<file path="src/rtl/prio_counter_pkg.sv">
package prio_counter_pkg;

  // One-hot selection of the next-value source, plus the step direction.
  typedef struct packed {
    logic takeLoad;
    logic takeZero;
    logic keepValue;
    logic takeStep;
    logic stepUp;
  } cntStrobes_t;

endpackage

</file>
<file path="src/rtl/prio_counter_ctrl.sv">
module prio_counter_ctrl
  import prio_counter_pkg::*;
(
  input  logic        countUp,
  input  logic        countEn,
  input  logic        clearReq,
  input  logic        loadReq,
  output cntStrobes_t strobes
);

  // Ordered overrides: each later statement ranks above the earlier ones.
  always_comb begin
    strobes          = '0;
    strobes.stepUp   = countUp;
    strobes.takeStep = 1'b1;
    if (!countEn) begin
      strobes.takeStep  = 1'b0;
      strobes.keepValue = 1'b1;
    end
    if (clearReq) begin
      strobes.takeStep  = 1'b0;
      strobes.keepValue = 1'b0;
      strobes.takeZero  = 1'b1;
    end
    if (loadReq) begin
      strobes.takeStep  = 1'b0;
      strobes.keepValue = 1'b0;
      strobes.takeZero  = 1'b0;
      strobes.takeLoad  = 1'b1;
    end
  end

  // Exactly one source is chosen for every input combination.
  always_comb begin
    a_one_source_r7 : assert ($countones({strobes.takeLoad, strobes.takeZero,
                                          strobes.keepValue, strobes.takeStep}) == 1)
      else $error("control selected no source or several sources");
  end

endmodule

</file>
<file path="src/rtl/prio_counter_dp.sv">
module prio_counter_dp
  import prio_counter_pkg::*;
#(
  parameter int WIDTH = 8
) (
  input  logic             clk,
  input  cntStrobes_t      strobes,
  input  logic [WIDTH-1:0] loadValue,
  output logic [WIDTH-1:0] count
);

  localparam logic [WIDTH-1:0] ONE  = WIDTH'(1);
  localparam logic [WIDTH-1:0] ZERO = '0;

  logic [WIDTH-1:0] countReg;
  logic [WIDTH-1:0] stepped;
  logic [WIDTH-1:0] nextCount;
  logic             pastValid = 1'b0;

  // Modulo arithmetic gives the wrap in both directions.
  assign stepped = strobes.stepUp ? countReg + ONE : countReg - ONE;

  always_comb begin
    nextCount = countReg;
    if (strobes.takeStep)  nextCount = stepped;
    if (strobes.keepValue) nextCount = countReg;
    if (strobes.takeZero)  nextCount = ZERO;
    if (strobes.takeLoad)  nextCount = loadValue;
  end

  always_ff @(posedge clk) begin
    countReg  <= nextCount;
    pastValid <= 1'b1;
  end

  assign count = countReg;

  p_keep_r5 : assert property (@(posedge clk) disable iff (!pastValid)
    strobes.keepValue |=> countReg == $past(countReg))
    else $error("hold strobe did not keep the count");

  p_zero_r6 : assert property (@(posedge clk) disable iff (!pastValid)
    strobes.takeZero |=> countReg == ZERO)
    else $error("zero strobe did not clear the count");

endmodule

</file>
<file path="src/rtl/prio_counter.sv">
module prio_counter
  import prio_counter_pkg::*;
#(
  parameter int WIDTH = 8
) (
  input  logic             clk,
  input  logic             countUp,
  input  logic             countEn,
  input  logic             clearReq,
  input  logic             loadReq,
  input  logic [WIDTH-1:0] loadValue,
  output logic [WIDTH-1:0] count
);

  localparam logic [WIDTH-1:0] ALL_ONES = '1;

  cntStrobes_t strobes;
  logic        pastValid = 1'b0;

  prio_counter_ctrl i_ctrl (
    .countUp  (countUp),
    .countEn  (countEn),
    .clearReq (clearReq),
    .loadReq  (loadReq),
    .strobes  (strobes)
  );

  prio_counter_dp #(.WIDTH(WIDTH)) i_dp (
    .clk       (clk),
    .strobes   (strobes),
    .loadValue (loadValue),
    .count     (count)
  );

  always_ff @(posedge clk) pastValid <= 1'b1;

  p_load_wins_r7 : assert property (@(posedge clk) disable iff (!pastValid)
    loadReq |=> count == $past(loadValue))
    else $error("load did not take the parallel value");

  p_clear_r6 : assert property (@(posedge clk) disable iff (!pastValid)
    (!loadReq && clearReq) |=> count == '0)
    else $error("clear did not zero the count");

  p_hold_r5 : assert property (@(posedge clk) disable iff (!pastValid)
    (!loadReq && !clearReq && !countEn) |=> $stable(count))
    else $error("disabled counter moved");

  p_up_r1 : assert property (@(posedge clk) disable iff (!pastValid)
    (!loadReq && !clearReq && countEn && countUp) |=> count == WIDTH'($past(count) + 1'b1))
    else $error("up step wrong");

  p_down_r2 : assert property (@(posedge clk) disable iff (!pastValid)
    (!loadReq && !clearReq && countEn && !countUp) |=> count == WIDTH'($past(count) - 1'b1))
    else $error("down step wrong");

  p_wrap_up_r3 : assert property (@(posedge clk) disable iff (!pastValid)
    (!loadReq && !clearReq && countEn && countUp && count == ALL_ONES) |=> count == '0)
    else $error("up wrap wrong");

  p_wrap_down_r4 : assert property (@(posedge clk) disable iff (!pastValid)
    (!loadReq && !clearReq && countEn && !countUp && count == '0) |=> count == ALL_ONES)
    else $error("down wrap wrong");

endmodule

</file>
<file path="config.mk">
export PLATFORM = sky130hd
export DESIGN_NAME = prio_counter
export DESIGN_NICKNAME = d
export VERILOG_FILES = /design/src/rtl/prio_counter_pkg.sv /design/src/rtl/prio_counter_ctrl.sv /design/src/rtl/prio_counter_dp.sv /design/src/rtl/prio_counter.sv
export SDC_FILE = /design/constraint.sdc
export NUM_CORES = 1
export LEC_CHECK = 0
export BUFFER_PORTS_ARGS = -buffer_cell sky130_fd_sc_hd__buf_2
export CAP_MARGIN = 10
export CORE_MARGIN = 2
export CORE_UTILIZATION = 30
export CTS_BUF_LIST = sky130_fd_sc_hd__clkbuf_8
export CTS_CLUSTER_DIAMETER = 80
export CTS_CLUSTER_SIZE = 16
export DETAILED_ROUTE_END_ITERATION = 8
export PLACE_DENSITY = 0.51
export SETUP_SLACK_MARGIN = 0.05
export SYNTH_ARGS = -nofsm -noshare
export SYNTH_HDL_FRONTEND = slang
export SYNTH_SLANG_ARGS = --single-unit
</file>
<file path="constraint.sdc">
create_clock -name clk -period 5.6 [get_ports clk]
set_input_delay 0.28 -clock clk [delete_from_list [all_inputs] [get_ports clk]]
set_output_delay 0.28 -clock clk [all_outputs]
set_load 0.005 [all_outputs]
</file>
**Yosys cells after proc, flatten, opt, wreduce, memory -nomap -nowiden**

Cells that the tools add are included.

- Logic and storage cells: 14
- RAM bits: 0
- Input port bits: 13
- Memories kept: 0
- Bits in latches: 0
- Bits in read-only memories: 0
- Output and inout bits: 8
- Register bits after elaboration: 8

- Bitwise gates (word level): 0
- Reductions and logical operators: 2
- Add/subtract/negate cells: 2
- Magnitude comparators: 0
- $mul: 0
- Equality and inequality tests: 1
- Mux-type cells: 8
- Shift operators: 0
- Div/mod/pow operators: 0

Operators by type and width:

| kind | count |
|---|---|
| $mux W8 | 5 |
| $add A8 B1 Y8 const B | 1 |
| $sub A8 B1 Y8 const B | 1 |
| $mux W4 | 1 |
| $mux W3 | 1 |
| $ne A3 B1 Y1 const B | 1 |
| $reduce_bool A3 Y1 | 1 |
| $mux W2 | 1 |
| $reduce_and A2 Y1 | 1 |

**Logic depth before layout (Yosys ltp)**

Gate-level depths: netlist of run 1.

- Depth after elaboration: 7
- Depth in mapped cells: 6
- Depth with buffers taken out: 6

**Hierarchy**

Synthesis of run 1 repeated with hierarchy kept, for this count alone.

- Cell total of the unflattened synthesis: 62
- Area total of the unflattened synthesis: 648.1 um^2

By module, submodules not included:

| module | area each (um^2) | sequential area each (um^2) | instances | cells each |
|---|---|---|---|---|
| prio_counter_dp | 611.8 | 240.2 | 1 | 57 |
| prio_counter_ctrl | 36.3 | 0.0 | 1 | 5 |

**Worst setup path after synthesis of run 1**

No wires, ideal clock.

- Path type: register -> register
- From: register i_dp.countReg[2] (netlist: i_dp.count[2])
- To: register i_dp.countReg[6] (netlist: i_dp.count[6]) (data pin)
- Data required time: 5.343 ns
- Clock period less this slack: 2.018 ns
- Setup time: 0.257 ns
- Buffers on the path: 0
- Cell stages (with the launch flop): 6
- Data arrival time: 1.761 ns
- Setup slack: 3.582 ns
- Path through: edfxtp_1 > ha_1 > nor2b_4 > o2111a_1 > or4_1 > a32o_1

- Longest elaborated chain between the ends: 6
- Elaborated cells on any way between the ends: 7
- Classes of those cells: add/sub: 2; mux: 5

RTL lines:

| item | RTL line | text |
|---|---|---|
| start: declaration | prio_counter_dp.sv:15 | `logic [WIDTH-1:0] countReg;` |
| start signal: assignment | prio_counter_dp.sv:32 | `countReg <= nextCount;` |
| $sub A8 B1 Y8 or $add A8 B1 Y8 (tied branches) | prio_counter_dp.sv:21 | `assign stepped = strobes.stepUp ? countReg + ONE : countReg - ONE;` |
| $mux W8 * | prio_counter_dp.sv:21 |  |
| $mux W8 * | prio_counter_dp.sv:25 | `if (strobes.takeStep) nextCount = stepped;` |
| $mux W8 * | prio_counter_dp.sv:26 | `if (strobes.keepValue) nextCount = countReg;` |
| $mux W8 * | prio_counter_dp.sv:27 | `if (strobes.takeZero) nextCount = ZERO;` |
| $mux W8 * | prio_counter_dp.sv:28 | `if (strobes.takeLoad) nextCount = loadValue;` |
| named net i_dp.nextCount[6] | prio_counter_dp.sv:17 | `logic [WIDTH-1:0] nextCount;` |

The timed path passes the listed nets; every way through them passes the cells marked *. The select of a mux whose other input is x is not followed.
A chain may end at the register's enable or synchronous reset.

**Worst setup path in the final report of run 1**

- From: register i_dp.countReg[0] (netlist: i_dp.count[0])
- To: register i_dp.countReg[6] (netlist: i_dp.count[6]) (data pin)

The elaborated chain is that of the path after synthesis.

==> impl_metrics.json, run 1 <==
{
  "cellInternalPower_uw": 158,
  "clockRootBuffer": "clkbuf_8",
  "die_area_mm2": 0.00265,
  "worstPathRequired_ns": 5.58,
  "fin_crit_sh_pct": 36.7,
  "cts_made_buffers": 3,
  "power_density_mw_per_mm2": 272,
  "synth_nets": 88,
  "yosysUniqueCellTypes": 32,
  "cts_setup_buffers": 0,
  "layout-drive-gt1-share_pct": 28.9,
  "syn-cell-area_um2": 676,
  "htreeDepth": 1,
  "clock_latency_ns": 0.23,
  "synth_area_per_cell_um2": 9.94,
  "finalSetupViolations": 0,
  "synthCells": 68,
  "core_area_mm2": 0.00217,
  "final_common_cell": "buf_2",
  "leakagePower_uw": 0.000374,
  "clk_transition_reported_paths_ns": 0.05,
  "cp-start-kind": "flip-flop",
  "clock_sinks": 8,
  "worstMarginPinSlew_ns": 0.490,
  "crit_path_max_fanout": 5,
  "die_w_um": 51.5,
  "most-common-layout-cells": "buf_2, nand2_1, edfxtp_1",
  "hp-class": "in2reg",
  "drt-pass1-iter-count": 4,
  "gr-usage-all-layers_pct": 14.1,
  "grt_pass1_vias": 565,
  "ir_worst_vdd_mv": 0.161,
  "grt_pass1_wl_um": 2670,
  "drcViolationCount": 0,
  "multi_input_comb_area_um2": 413,
  "dp_hpwl_um": 1270,
  "hold_viol_final": 0,
  "crit_type": "reg2reg",
  "cts_resized": 0,
  "gr-total-overflow": 0,
  "holdWs_ns": 0.328,
  "p_switching_uw": 72.6,
  "pwr-share-clk_pct": 31.5,
  "crit_path_end_kind": "flip-flop",
  "diodes": 0,
  "num_io_pins": 21,
  "place_ws_ns": 3.33,
  "final_nets": 112,
  "rows": 17,
  "io_buffers": 20,
  "yosysTopAreaCellShare_pct": 35.6,
  "gp_congestion": 0.757,
  "syn2layout_area_growth_pct": 25.6,
  "tritoncts": "done",
  "fin_setup_tns_ns": 0,
  "vias": 632,
  "fin_crit_ns": 2.06,
  "start_util_pct": 31.1,
  "status": "finished clean",
  "fmax_mhz": 486,
  "wirelength_um": 1680,
  "yosysTopAreaCell": "edfxtp_1",
  "skew_ns": 0.00107,
  "wl_per_cell_um": 14.3,
  "maxCapViolCount": 0,
  "ys_ff_latch": 8,
  "synth_area_leaders": "edfxtp_1, ha_1, nand2_1",
  "nFillCells": 237,
  "ys_seq_area_share_pct": 35.6,
  "rsz0062_at_grt": "false",
  "vias_per_cell": 5.36,
  "grt_start_max_net_pins": 13,
  "swShare_pct": 31.4,
  "critical_path_arrival_ns": 2.04,
  "yosysWarnings": 0,
  "dieHeight_um": 51.5,
  "slew_headroom_pct": 67.2,
  "cts_hold_buffers": 0,
  "slew_violations": 0,
  "first_iter_violations": 10,
  "seqCellArea_um2": 240,
  "seqPwrFrac_pct": 35.4,
  "worst_slack_ns": 3.54,
  "ant_nets": 0,
  "comb_power_share_pct": 33.1,
  "clockBufferDepth": 2,
  "largest_register_ff_count": 8,
  "antenna_found_initial": 0
}
==> worst max-delay path, stage by stage (launching register included) <==
cell	delay, ns
edfxtp_1	0.45
inv_1	0.11
fa_1	0.24
nor2b_4	0.06
o2111a_1	0.24
or4_1	0.46
a32o_1	0.25
==> logic make-up (layout without fill, tap and decap cells) <==
group | Yosys count | in the layout | share of synthesized area [%]
xor+xnor | 1 | 1 | 1.30
fa+ha+maj | 7 | 7 | 14.1
compound gates | 24 | 24 | 26.8
simple gates | 22 | 22 | 18.9
buf+inv | 6 | 28 | 3.33
flops | 8 | 8 | 35.6
==> per-layer routing <==
layer | GRT usage (%) | part of all wire, % | wire (um)
met1 | 18.6 | 51 | 853
met3 | 6.73 | 6.3 | 106
met4 | 2.63 | 0.24 | 4
met2 | 21.2 | 43 | 720
met5 | 0 | 0 | 0
==> power by group through the flow <==
stage	Combinational, uW	Sequential [uW]	Clock (uW)
2_1_floorplan	51.3	83.0	0
3_5_place_dp	76.4	82.9	0
3_3_place_gp	75.5	83.2	0
4_1_cts	76.7	81.9	73.8
6_report	76.3	81.7	72.8
5_1_grt	86.8	83.1	79.3
==> cell type report <==
class                   instances  share of cell area (%)
inverters                       5                    2.21
repair buffers                 20                    11.8
well taps                      28                    4.13
clock buffers                   3                    4.87
multi-input cells              54                    48.7
flip-flops and latches          8                    28.3
==> worst paths after layout <==
check,slack [ns],to,from,cells after the start
max reg2reg,3.54,i_dp.count[6],i_dp.count[0],6
min,0.33,i_dp.count[0],loadValue[0],3
max,3.54,i_dp.count[6],i_dp.count[0],6
min reg2reg,0.68,i_dp.count[0],i_dp.count[0],1
==> per-stage QoR <==
step	cells	total power, uW	cell area [um^2]	util, %
2_1_floorplan	68	134	676	-
3_3_place_gp	115	159	807	37.2
3_5_place_dp	115	159	807	37.2
4_1_cts	118	232	848	39.1
5_1_grt	118	249	848	39.1
6_report	118	231	848	39.1
==> cell usage after synthesis (all sizes together) <==
library cell	instances
fa	1
o211ai	2
o31ai	3
a211oi	2
and2b	1
and2	1
edfxtp	8
nand2	8
or3	3
clkbuf	1
a21oi	1
o21bai	2
or4	1
a311oi	1
nor4	1
nand3	2
a32oi	1
nor2	1
o2111a	1
inv	5
or4b	1
nor2b	1
xor2	1
o41a	1
o31a	1
nand4	1
a32o	2
ha	6
or2	1
o21a	1
a21o	1
o21ai	5
(Power assumes the default switching activity.)
==> run 2: changes to the inputs <==
--- a/config.mk
+++ b/config.mk
@@ -5,6 +5,7 @@
 export SDC_FILE = /design/constraint.sdc
 export NUM_CORES = 1
 export LEC_CHECK = 0
+export ABC_AREA = 1
 export BUFFER_PORTS_ARGS = -buffer_cell sky130_fd_sc_hd__buf_2
 export CAP_MARGIN = 10
 export CORE_MARGIN = 2
@@ -13,7 +14,7 @@
 export CTS_CLUSTER_DIAMETER = 80
 export CTS_CLUSTER_SIZE = 16
 export DETAILED_ROUTE_END_ITERATION = 8
-export PLACE_DENSITY = 0.51
+export PLACE_DENSITY = 0.5
 export SETUP_SLACK_MARGIN = 0.05
 export SYNTH_ARGS = -nofsm -noshare
 export SYNTH_HDL_FRONTEND = slang
==> constraint.sdc (replaced) <==
create_clock -name clk -period 2 [get_ports clk]
set_input_delay 0.1 -clock clk [delete_from_list [all_inputs] [get_ports clk]]
set_output_delay 0.1 -clock clk [all_outputs]
set_load 0.005 [all_outputs]
==> run 2 against run 1 <==
Synthesized cell count up 35%. Critical path depth up 4. Die area up 3.3%. First-iteration DRC count down 10%. Non-clock buffer count unchanged. Wire length down 13%. Cell area up 2.7%. Combinational power rose to 2.9 times the previous value. Clock power rose to 2.8 times the previous value. Clock skew up 0.00089 ns. Critical endpoint unchanged. Largest power group unchanged.
==> impl_metrics.json, run 2 <==
{
  "largest_register_ff_count": 8,
  "ys_ff_latch": 8,
  "synth-main-ff-cell": "edfxtp_1",
  "gp_congestion": 0.764,
  "stdcell_count": 142,
  "ys_seq_area_share_pct": 34.3,
  "ant_nets": 0,
  "antenna_found_initial": 0,
  "syn-cell-area_um2": 699,
  "tritoncts": "done",
  "synthCells": 92,
  "seqCellArea_um2": 240,
  "grt_start_max_net_pins": 10,
  "drt-pass1-iter-count": 4,
  "wirelength_um": 1460,
  "worstMarginPinSlew_ns": 0.379,
  "vias_per_cell": 4.31,
  "final_nets": 136,
  "hold_viol_final": 0,
  "num_io_pins": 21,
  "async_flop_share_pct": 0,
  "clockBufferDepth": 2,
  "yosysTopAreaCell": "edfxtp_1",
  "leakagePower_uw": 0.000467,
  "fmax_mhz": 604,
  "vias": 612,
  "post-synth-top-count-cell": "nand2_1",
  "worst_slack_ns": 0.344,
  "slew_headroom_pct": 74.7,
  "busiest_layer": "met2",
  "place_ws_ns": 0.355,
  "cts_hold_buffers": 0,
  "syn2layout_area_growth_pct": 24.5,
  "cts_made_buffers": 3,
  "yosysWarnings": 0,
  "multi_input_comb_area_um2": 397,
  "grt_pass1_vias": 564,
  "power_density_mw_per_mm2": 744,
  "fin_setup_tns_ns": 0,
  "clk_transition_reported_paths_ns": 0.05,
  "gr-total-overflow": 0,
  "dieHeight_um": 52.3,
  "clock_sinks": 8,
  "cp-start-kind": "flip-flop",
  "skew_ns": 0.00196,
  "fin_crit_sh_pct": 82.8,
  "nFillCells": 246,
  "core_area_mm2": 0.00221,
  "layout-drive-gt1-share_pct": 26.3,
  "synth_area_leaders": "edfxtp_1, nand2_1, ha_1",
  "crit_path_max_fanout": 4,
  "io_buffers": 20,
  "diodes": 0,
  "grt.met2_usage_pct": 18.1,
  "synth_edf_count": 8,
  "die_w_um": 52.3,
  "yosysTopAreaCellShare_pct": 34.3,
  "crit_path_end_kind": "flip-flop",
  "htreeDepth": 1,
  "rows": 17,
  "start_util_pct": 31.6,
  "status": "finished clean",
  "first_iter_violations": 9,
  "grt_util_met1_pct": 17.2,
  "slew_violations": 0,
  "wl_per_cell_um": 10.3,
  "post_synth_most_frequent_cells": "nand2_1, inv_1, edfxtp_1, nand3_1",
  "rsz0062_at_grt": "false",
  "maxCapViolCount": 0,
  "dp_cells": 139,
  "critical_path_arrival_ns": 1.64,
  "clock_latency_ns": 0.23,
  "grt.met3_usage_pct": 1.71,
  "clockRootBuffer": "clkbuf_8",
  "worstPathRequired_ns": 1.99,
  "synth_nets": 112,
  "synth_area_per_cell_um2": 7.60,
  "grt_pass1_wl_um": 2440,
  "cts_setup_buffers": 0,
  "die_area_mm2": 0.00273,
  "finalSetupViolations": 0,
  "drcViolationCount": 0,
  "final_common_cell": "nand2_1",
  "fin_crit_ns": 1.66,
  "ir_worst_vdd_mv": 0.374,
  "crit_type": "reg2reg",
  "hp-class": "in2reg",
  "cts_resized": 0,
  "dp_hpwl_um": 1190,
  "yosysUniqueCellTypes": 20,
  "gr-usage-all-layers_pct": 12.3,
  "most-common-layout-cells": "nand2_1, buf_2, inv_1"
}
[run 2: cell types whose count changed in the layout (fill, tap and decap cells not counted), moves of 3 or more]
cell	before	now
nand3b_1	0	3
nand3_1	2	8
o21ai_0	5	0
inv_1	5	12
nor2_1	1	6
or3_1	3	0
o31ai_1	3	0
nand2_1	8	31
o21ai_1	0	4
[run 2: stage by stage]
step | instance area, um^2 | util [%] | power [uW] | hold slack, ns
after floorplan | 699 | - | 387 | 0.286
after global routing | 871 | 39.4 | 691 | 0.152
final | 871 | 39.4 | 648 | 0.140
after CTS | 871 | 39.4 | 655 | 0.140
after global placement | 830 | 37.5 | 447 | 0.372
after detailed placement | 830 | 37.5 | 450 | 0.378
[run 2: power breakdown]
part / total [uW] / switching [uW] / internal [uW]
Combinational: 219 / 123 / 96.7
Sequential: 225 / 13.5 / 212
Clock: 204 / 72.4 / 131
[run 2: layout make-up]
class	instances	area share [%]
clock buffers	3	4.74
inverters	15	6.61
multi-input cells	68	45.5
flip-flops and latches	8	27.6
well taps	28	4.02
repair buffers	20	11.5
[run 2: cell families (layout without fill, tap and decap cells)]
| logic type | after synthesis | in the layout | synth area share, % |
|---|---|---|---|
| AND/OR/NAND/NOR | 52 | 52 | 33.5 |
| buffers and inverters | 16 | 38 | 8.94 |
| AO/OA/AOI/OAI | 8 | 8 | 7.33 |
| XOR/XNOR | 1 | 1 | 2.33 |
| adder cells (fa/ha/maj) | 7 | 7 | 13.6 |
| flip-flops | 8 | 8 | 34.3 |
[run 2: final timing paths]
check / slack (ns) / from / end / cells past startpoint
setup / recovery: 0.34 / i_dp.count[0] / i_dp.count[6] / 10
setup reg to reg: 0.34 / i_dp.count[0] / i_dp.count[6] / 10
hold / removal: 0.14 / loadValue[6] / i_dp.count[6] / 3
hold reg to reg: 0.64 / i_dp.count[0] / i_dp.count[0] / 1
[run 2: per-layer routing]
layer / vias up / share of wire [%]
met4: 0 / 1.4
li1: 340 / -
met1: 257 / 51
met5: - / 0
met3: 4 / 2.9
met2: 11 / 45
[run 2: worst max-delay path, stage by stage, from the launching register on]
cell and delay (ns):
edfxtp_1 0.39, inv_1 0.08, fa_1 0.38, inv_1 0.07, nand2_1 0.08, nand2_1 0.07
nand3b_1 0.10, nand2_1 0.07, nand2_1 0.05, nand3_1 0.06, nand2_1 0.05
==> run 3: changes to the inputs <==
--- a/config.mk
+++ b/config.mk
@@ -14,7 +14,7 @@
 export CTS_CLUSTER_DIAMETER = 80
 export CTS_CLUSTER_SIZE = 16
 export DETAILED_ROUTE_END_ITERATION = 8
-export PLACE_DENSITY = 0.5
+export PLACE_DENSITY = 0.52
 export SETUP_SLACK_MARGIN = 0.05
 export SYNTH_ARGS = -nofsm -noshare
 export SYNTH_HDL_FRONTEND = slang
==> constraint.sdc (replaced) <==
create_clock -name clk -period 1.4 [get_ports clk]
set_input_delay 0.07 -clock clk [delete_from_list [all_inputs] [get_ports clk]]
set_output_delay 0.07 -clock clk [all_outputs]
set_load 0.005 [all_outputs]
==> run 3 against run 2 <==
The flow now finishes with violations (negative setup slack). Non-clock buffer count grew 17. Die area unchanged. First-iteration DRC count unchanged. Critical endpoint is now i_dp.count[4].
==> impl_metrics.json, run 3 (synthesized netlist as in run 2, its figures left out) <==
{
  "finalSetupViolations": 5,
  "clockBufferDepth": 2,
  "vias_per_cell": 4.38,
  "wl_per_cell_um": 11.3,
  "failed_checks": "negative setup slack",
  "cp-start-kind": "flip-flop",
  "regToRegSetupSlack_ns": -0.22,
  "clk_transition_reported_paths_ns": 0.04,
  "min_from": "loadValue[7]",
  "fmax_mhz": 619,
  "final_common_cell": "nand2_1",
  "grt_pass1_vias": 646,
  "layout-drive-gt1-share_pct": 50.4,
  "wirelength_met1_um": 803,
  "fin_setup_tns_ns": -0.815,
  "die_area_mm2": 0.00273,
  "worstPathRequired_ns": 1.38,
  "worstMarginPinSlew_ns": 0.393,
  "nFillCells": 224,
  "cp_num_buf_inv": 3,
  "first_iter_violations": 9,
  "drcViolationCount": 0,
  "wirelength_um": 1800,
  "slew_violations": 0,
  "utilization_pct": 50.9,
  "syn2layout_area_growth_pct": 61.0,
  "rsz0062_at_grt": "true",
  "met2WireLength_um": 943,
  "diodes": 0,
  "worst_slack_ns": -0.216,
  "io_buffers": 20,
  "num_io_pins": 21,
  "clockRootBuffer": "clkbuf_8",
  "crit_path_end_kind": "flip-flop",
  "crit_path_max_fanout": 3,
  "seqPwrFrac_pct": 29.2,
  "hp-class": "in2reg",
  "core_area_mm2": 0.00221,
  "gr-total-overflow": 0,
  "rr_startpoint": "i_dp.count[1]",
  "skew_ns": 0.00226,
  "clock_sinks": 8,
  "cts_hold_buffers": 0,
  "clock_latency_ns": 0.23,
  "grt_pass1_wl_um": 2710,
  "maxCapViolCount": 0,
  "cellInternalPower_uw": 760,
  "drt-pass1-iter-count": 4,
  "multi_input_comb_area_um2": 512,
  "tritoncts": "done",
  "swShare_pct": 32.5,
  "slew_headroom_pct": 73.8,
  "die_w_um": 52.3,
  "comb_power_share_pct": 45.3,
  "ant_nets": 0,
  "pwr-share-clk_pct": 25.5,
  "rows": 17,
  "gr-usage-all-layers_pct": 13.7,
  "vias": 696,
  "start_util_pct": 31.6,
  "seqCellArea_um2": 240,
  "final_nets": 153,
  "crit_type": "reg2reg",
  "hold_viol_final": 0,
  "crit_family": "flip-flops",
  "antenna_found_initial": 0,
  "max_stage_delay_ns": 0.39,
  "cts_made_buffers": 3,
  "largest_register_ff_count": 8,
  "dieHeight_um": 52.3,
  "gp_congestion": 0.797,
  "leakagePower_uw": 0.000563,
  "dp_hpwl_um": 1330,
  "grt_start_max_net_pins": 10,
  "critical_path.startpoint": "i_dp.count[1]",
  "ir_worst_vdd_mv": 0.496,
  "p_switching_uw": 366,
  "most-common-layout-cells": "nand2_1, buf_2, buf_4",
  "dr_wl_met3_um": 55,
  "critical_path_arrival_ns": 1.60,
  "fin_crit_sh_pct": 115,
  "fin_crit_ns": 1.62,
  "place_ws_ns": -0.201,
  "status": "finished, violations left",
  "power_density_mw_per_mm2": 1000,
  "path_cells": "inv_2 -> fa_2 -> inv_2 -> nand2_4 -> buf_4 -> a21oi_4 -> nand2_1 -> nand2_1 -> o21ai_1",
  "total_power_uw": 1130,
  "cpMaxStageDelayCell": "edfxtp_1",
  "htreeDepth": 1,
  "top_layer": "met3"
}
## run 3: per-stage QoR
step	area, um^2	instances	hold WS, ns
final	1130	159	0.111
after detailed placement	976	149	0.345
after global placement	976	149	0.342
after global routing	1130	159	0.130
after floorplan	758	92	0.256
after CTS	1050	153	0.106
## run 3: final cells by class
cell class              instances  share of cell area (%)
clock buffers                   3                    3.67
inverters                      15                    5.11
multi-input cells              68                    45.4
flip-flops and latches          8                    21.3
well taps                      28                    3.11
repair buffers                 37                    21.3
## run 3: repair_timing
action                     in CTS  in global routing
pin swaps                       6                  8
buffers inserted                1                  6
resized for setup               6                  7
setup endpoints to repair       5                  7
## run 3: path summary, 6_finish.rpt
path,end,cells after the start
max,i_dp.count[4],9
min reg2reg,i_dp.count[0],2
max reg2reg,i_dp.count[4],9
min,i_dp.count[7],3
## run 3: power groups by stage
stage	sequential [uW]	clock, uW	combinational [uW]
6_report	329	287	510
5_1_grt	333	304	567
4_1_cts	330	292	449
3_5_place_dp	333	0	412
3_3_place_gp	332	0	405
2_1_floorplan	334	0	256
## run 3: layer usage
| metal | global-route usage [%] | vias to the layer above |
|---|---|---|
| met2 | 24.2 | 13 |
| met5 | 0 | - |
| met3 | 2.57 | 0 |
| met1 | 16.2 | 308 |
| li1 | - | 375 |
| met4 | 5.13 | 0 |
## run 3: tightest hold or removal path, delay by kind of cell
family / cells / cell delay, ns
buffers and inverters: 1 / 0.07
and+or+nand+nor: 2 / 0.09
